[src/rtl/perfmon_pkg.sv]
package perfmon_pkg;
    localparam int NUM_EVT     = 4;
    localparam int CYC_EN_BIT  = NUM_EVT;
    localparam int CTRL_RUN    = 0;
    localparam int CTRL_EVTCLR = 1;
    localparam int CTRL_CYCCLR = 2;
    localparam int SEL_RD      = 0;
    localparam int SEL_WR      = 1;

    localparam logic [7:0] A_CTRL     = 8'h00;
    localparam logic [7:0] A_EN_SET   = 8'h04;
    localparam logic [7:0] A_EN_CLR   = 8'h08;
    localparam logic [7:0] A_SEL_BASE = 8'h10;
    localparam logic [7:0] A_CYC      = 8'h20;
    localparam logic [7:0] A_EVT_BASE = 8'h24;
    localparam logic [7:0] A_WIDE_HI  = 8'h34;

    typedef enum logic {ST_HALT = 1'b0, ST_RUN = 1'b1} run_state_e;
endpackage

[src/rtl/pm_run_fsm.sv]
module pm_run_fsm
    import perfmon_pkg::*;
(
    input  logic clk,
    input  logic rst_n,
    input  logic ctrl_wr,
    input  logic run_bit,
    output logic run
);
    run_state_e state_q, state_d;

    always_ff @(posedge clk) begin
        if (!rst_n) state_q <= ST_HALT;
        else        state_q <= state_d;
    end

    always_comb begin
        state_d = state_q;
        unique case (state_q)
            ST_HALT: if (ctrl_wr && run_bit)  state_d = ST_RUN;   // start
            ST_RUN:  if (ctrl_wr && !run_bit) state_d = ST_HALT;  // stop
        endcase
    end

    always_comb begin
        run = (state_q == ST_RUN);
    end
endmodule

[src/rtl/pm_enable_regs.sv]
module pm_enable_regs #(
    parameter int N = 5
) (
    input  logic         clk,
    input  logic         rst_n,
    input  logic         set_wr,
    input  logic         clr_wr,
    input  logic [N-1:0] bits,
    output logic [N-1:0] mask
);
    logic [N-1:0] set_v, clr_v;

    always_comb begin
        set_v = set_wr ? bits : '0;
        clr_v = clr_wr ? bits : '0;
    end

    always_ff @(posedge clk) begin
        if (!rst_n) mask <= '0;
        else        mask <= (mask | set_v) & ~clr_v;
    end
endmodule

[src/rtl/pm_counter.sv]
module pm_counter #(
    parameter int W = 32
) (
    input  logic         clk,
    input  logic         rst_n,
    input  logic         clr,
    input  logic [1:0]   inc,
    output logic [W-1:0] count
);
    always_ff @(posedge clk) begin
        if (!rst_n)   count <= '0;
        else if (clr) count <= '0;
        else          count <= count + W'(inc);
    end
endmodule

[src/rtl/perf_mon_unit.sv]
module perf_mon_unit
    import perfmon_pkg::*;
#(
    parameter int DATA_W = 32,
    parameter int ADDR_W = 8,
    parameter int CNT_W  = 32,
    parameter int HI_W   = 8
) (
    input  logic              clk,
    input  logic              rst_n,
    input  logic              bus_valid,
    input  logic              bus_write,
    input  logic [ADDR_W-1:0] bus_addr,
    input  logic [DATA_W-1:0] bus_wdata,
    output logic [DATA_W-1:0] bus_rdata,
    input  logic              rd_beat,
    input  logic              wr_beat
);
    localparam int WIDE_W = CNT_W + HI_W;
    localparam int N_EN   = NUM_EVT + 1;

    logic              wr_any, rd_any;
    logic              wr_ctrl, wr_set, wr_clr;
    logic              run;
    logic [N_EN-1:0]   en_mask;
    logic [CNT_W-1:0]  cyc_cnt;
    logic [WIDE_W-1:0] wide_cnt;
    logic [1:0]        evt_sel [NUM_EVT];
    logic [WIDE_W-1:0] evt_val [NUM_EVT];
    logic [DATA_W-1:0] rd_mux;

    assign wr_any  = bus_valid && bus_write;
    assign rd_any  = bus_valid && !bus_write;
    assign wr_ctrl = wr_any && (bus_addr == ADDR_W'(A_CTRL));
    assign wr_set  = wr_any && (bus_addr == ADDR_W'(A_EN_SET));
    assign wr_clr  = wr_any && (bus_addr == ADDR_W'(A_EN_CLR));

    pm_run_fsm u_fsm (
        .clk     (clk),
        .rst_n   (rst_n),
        .ctrl_wr (wr_ctrl),
        .run_bit (bus_wdata[CTRL_RUN]),
        .run     (run)
    );

    pm_enable_regs #(.N(N_EN)) u_en (
        .clk    (clk),
        .rst_n  (rst_n),
        .set_wr (wr_set),
        .clr_wr (wr_clr),
        .bits   (bus_wdata[N_EN-1:0]),
        .mask   (en_mask)
    );

    pm_counter #(.W(CNT_W)) u_cyc (
        .clk   (clk),
        .rst_n (rst_n),
        .clr   (wr_ctrl && bus_wdata[CTRL_CYCCLR]),
        .inc   ({1'b0, run && en_mask[CYC_EN_BIT]}),
        .count (cyc_cnt)
    );

    for (genvar g = 0; g < NUM_EVT; g++) begin : g_evt
        localparam int CW = (g == NUM_EVT - 1) ? WIDE_W : CNT_W;
        logic          arm, hit_rd, hit_wr, sel_wr;
        logic [1:0]    inc;
        logic [CW-1:0] cnt;

        assign sel_wr = wr_any && (bus_addr == ADDR_W'(A_SEL_BASE + 8'(4 * g)));
        always_ff @(posedge clk) begin
            if (!rst_n)      evt_sel[g] <= '0;
            else if (sel_wr) evt_sel[g] <= bus_wdata[1:0];
        end

        assign arm    = run && en_mask[g];
        assign hit_rd = arm && evt_sel[g][SEL_RD] && rd_beat;
        assign hit_wr = arm && evt_sel[g][SEL_WR] && wr_beat;
        assign inc    = {1'b0, hit_rd} + {1'b0, hit_wr};

        pm_counter #(.W(CW)) u_cnt (
            .clk   (clk),
            .rst_n (rst_n),
            .clr   (wr_ctrl && bus_wdata[CTRL_EVTCLR]),
            .inc   (inc),
            .count (cnt)
        );
        assign evt_val[g] = WIDE_W'(cnt);
    end

    assign wide_cnt = evt_val[NUM_EVT-1];

    always_comb begin
        rd_mux = '0;
        if (bus_addr == ADDR_W'(A_CTRL))
            rd_mux = DATA_W'(run);
        if (bus_addr == ADDR_W'(A_EN_SET) || bus_addr == ADDR_W'(A_EN_CLR))
            rd_mux = DATA_W'(en_mask);
        if (bus_addr == ADDR_W'(A_CYC))
            rd_mux = DATA_W'(cyc_cnt);
        if (bus_addr == ADDR_W'(A_WIDE_HI))
            rd_mux = DATA_W'(wide_cnt[WIDE_W-1:CNT_W]);
        for (int i = 0; i < NUM_EVT; i++) begin
            if (bus_addr == ADDR_W'(A_SEL_BASE + 8'(4 * i)))
                rd_mux = DATA_W'(evt_sel[i]);
            if (bus_addr == ADDR_W'(A_EVT_BASE + 8'(4 * i)))
                rd_mux = DATA_W'(evt_val[i][CNT_W-1:0]);
        end
    end

    always_ff @(posedge clk) begin
        if (!rst_n)      bus_rdata <= '0;
        else if (rd_any) bus_rdata <= rd_mux;
        else             bus_rdata <= '0;
    end
endmodule

[config.mk]
export PLATFORM = sky130hd
export DESIGN_NAME = perf_mon_unit
export DESIGN_NICKNAME = d
export VERILOG_FILES = /design/src/rtl/perfmon_pkg.sv /design/src/rtl/pm_run_fsm.sv /design/src/rtl/pm_enable_regs.sv /design/src/rtl/pm_counter.sv /design/src/rtl/perf_mon_unit.sv
export SDC_FILE = /design/constraint.sdc
export NUM_CORES = 1
export LEC_CHECK = 0
export ABC_CLOCK_PERIOD_IN_PS = 7200
export BUFFER_PORTS_ARGS = -buffer_cell sky130_fd_sc_hd__clkbuf_2
export CAP_MARGIN = 20
export CORE_MARGIN = 2
export CORE_UTILIZATION = 35
export CTS_BUF_LIST = sky130_fd_sc_hd__clkbuf_2
export CTS_CLUSTER_SIZE = 12
export DETAILED_ROUTE_END_ITERATION = 7
export SLEW_MARGIN = 20
export SYNTH_ARGS = -nofsm -noshare
export SYNTH_HDL_FRONTEND = slang
export SYNTH_SLANG_ARGS = --single-unit
[constraint.sdc]
create_clock -name clk -period 7.2 [get_ports clk]
set_input_delay 0.72 -clock clk [delete_from_list [all_inputs] [get_ports clk]]
set_output_delay 0.72 -clock clk [all_outputs]
set_load 0.005 [all_outputs]
==> flow_metrics.tcl <==
set metrics [dict create \
    status "complete, no violations" \
    drc_errors 0 \
    fill_cells 3031 \
    critPathLaunchType "primary input" \
    place_area_sq_um 10700 \
    netlist_instances 1162 \
    wl_mm 26.7 \
    cts_tree "built" \
    clockBufferDepth 3 \
    worstSkewPairLatency_ns 0.84 \
    die-area_sq_um 30600 \
    max_slew_margin_pct 29.9 \
    clkTransAtPathRegs_ns 0.09 \
    finalHoldViolations 0 \
    synth_area_sq_um 10200 \
    synth_edf_count 8 \
    synth_top_cell_by_area "dfxtp_1" \
    grt_first_pass_wirelength_mm 42.4 \
    worst_clock_skew_ns 0.0770 \
    ys.flop_type "dfxtp_1" \
    vias 8475 \
    grt_pass1_vias 7999 \
    hold_path_class "in2reg" \
    cts_made_buffers 56 \
    port_buffers 50 \
    worstMarginPinSlew_ns 1.05 \
    die_x_um 175 \
    start_util_pct 35.6 \
    place_congestion 0.899 \
    ys_ff_latch 214 \
    drt_iter0_markers 726 \
    rsz0062_at_grt "no" \
    via_per_inst 5.15 \
    stdcell_area_sq_um 11200 \
    utilization_pct 39.0 \
    antenna_found_initial 3 \
    clock.fmax_ghz 0.324 \
    p_per_area_nw_per_um2 187 \
    drt_pass1_iterations 6 \
    endpoint_kind "register" \
    min_period_over_period_pct 42.8 \
    dp_hpwl_mm 19.1 \
    ant_nets 0 \
    syn-num-nets 1218 \
    slew_violations 0 \
    setup_ws_ns 4.12 \
    post_cts_buffers 0 \
    critPathKind "in2reg" \
    coreArea_sq_um 28700 \
    num_io_pins 78 \
    clkSinkCount 214 \
    grt-ovfl-total 0 \
    period_needed_ns 3.08 \
    fp-row-count 62 \
    dp_worst_setup_slack_ns 3.26 \
    cts_hold_buf 1 \
    fin_nets 1279 \
    avgSynthCellArea_sq_um 8.79 \
    yosys-top-cells-area "dfxtp_1 40%, nor2_1 8.4%, xor2_1 7.0%" \
    multi_input_comb_area_sq_um 5510 \
    die_h_um 175 \
    drive_gt1_share_pct 14.5 \
    yosysUniqueCellTypes 69 \
    yosys.area.top_type_share_pct 40.4 \
    synthToLayoutAreaGrowth_pct 9.61 \
    crit_path_max_fanout 80 \
    grt_start_max_net_pins 81 \
    arrival_ns 3.77 \
    tns_ns 0 \
    cts_resized 0 \
    yosysSeqAreaShare_pct 42.7 \
    maxCapViolCount 0 \
    wire_per_inst_um 16.3 \
    ir_worst_vdd_uv 85.0 \
    cts_root_buf "clkbuf_2" \
    ff_latch_area_sq_um 4360 \
    htreeDepth 2 \
    yosysWarnings 0 \
    synth-async-reset-ratio_pct 0 \
    required_ns 7.88 \
    power_leakage_nw 3.93 \
    grtUsageTotal_pct 17.3 \
    report.final.setup_viol 0 \
]
[metal layers]
layer	part of all wire (%)	global-route usage [%]	wire length (um)	up-vias
li1	-	-	-	4197
met1	48	23.4	12700	4010
met2	45	27.6	12100	228
met3	5.3	3.37	1410	40
met4	2.0	5.80	545	0
met5	0	0	0	-
[cell usage in the layout, fill, tap and decap left out, types with 4 or more instances in the layout]
cell type	netlist	routed
o211ai_1	6	6
a211oi_1	6	6
xnor2_1	76	76
nor2_1	228	228
ha_1	6	6
fa_1	4	4
dfxtp_1	206	206
nor3_2	4	4
nor3_1	19	19
nand4_1	34	34
a22oi_1	26	26
and4_1	11	11
clkinv_1	0	9
clkbuf_2	0	129
and2_1	19	19
nor2_2	5	5
inv_1	20	20
nor4_2	4	4
o22ai_1	6	6
and3_1	38	38
a222oi_1	20	20
nor4_4	4	4
nand3_1	63	63
clkinv_2	0	5
mux2i_1	6	6
a21oi_1	39	39
nand2_1	94	93
edfxtp_1	8	8
a31oi_1	7	7
o21ai_0	14	14
xor2_1	82	82
[cell families after synthesis]
kind of cell | Yosys count | synth area share, %
AOI/OAI and AO/OA | 143 | 9.89
adders and majority gates | 10 | 1.52
muxes | 7 | 0.698
xor gates and xnor gates | 158 | 13.5
buffers and inverters | 71 | 3.43
DFF | 214 | 42.7
and+or+nand+nor | 559 | 28.2
[synth_stat cells, types with 3 or more instances]
master and n:
or3_1 3, ha_1 6, nor4_2 4, nor2b_1 3, and4_1 11, nand3_1 63
nor2_1 228, and2_1 19, a31oi_1 7, buf_6 4, edfxtp_1 8, o211ai_1 6
xor2_1 82, a221oi_1 3, buf_4 4, fa_1 4, nor3_2 4, and3_1 38
nor3_4 3, a222oi_1 20, nand4_1 34, mux2i_1 6, dfxtp_1 206, a211oi_1 6
nor4_4 4, a21oi_1 39, inv_1 20, nor2_2 5, nand2_1 94, nor3_1 19
xnor2_1 76, clkbuf_1 11, o22ai_1 6, o21ai_0 14, buf_2 31, a22oi_1 26
[stage by stage]
stage          instances  hold slack (ns)  power, mW
4_1_cts             1644          0.00387       2.12
6_report            1645            0.114       2.09
2_1_floorplan       1162            0.446       1.26
5_1_grt             1645           0.0409       2.19
3_5_place_dp        1548            0.503       1.28
3_3_place_gp        1548            0.500       1.28
[sequential cells by signal (all words and copies together) (netlist names), named ones only]
signal / cells
g_evt.u_cnt.count: 136
bus_rdata: 32
u_cyc.count: 32
evt_sel: 8
u_en.mask: 5
[worst paths after layout]
kind / cells after the start / startpoint / to / slack [ns]
max: 8 / bus_addr[1] / g_evt[2].u_cnt.count[24] / 4.12
min: 2 / bus_wdata[3] / u_en.mask[3] / 0.11
max reg2reg: 9 / register / g_evt[3].u_cnt.count[35] / 4.35
min reg2reg: 2 / g_evt[3].u_cnt.count[4] / bus_rdata[4] / 0.51
[power by group]
group	switching, mW	total [mW]	internal [mW]
sequential	0.00151	1.19	1.19
combinational	0.0497	0.0627	0.0130
clock	0.503	0.833	0.330
total	0.554	2.09	1.53
[worst max-delay path, stage by stage]
cell	delay, ns
clkbuf_2	0.13
nor2_1	0.70
nand2_1	0.39
nor2_2	0.30
nand2_1	0.12
nand2_4	0.62
buf_4	0.59
nor2_1	0.10
[layout make-up]
| cell class | count | share of cell area [%] |
|---|---|---|
| inverters | 21 | 0.704 |
| diodes | 1 | 0.0223 |
| clock inverters | 16 | 0.827 |
| clock buffers | 79 | 3.53 |
| flip-flops and latches | 214 | 39.0 |
| well taps | 384 | 4.29 |
| multi-input cells | 877 | 49.2 |
| repair buffers | 53 | 2.46 |
Power figures use the tool's default switching activity.
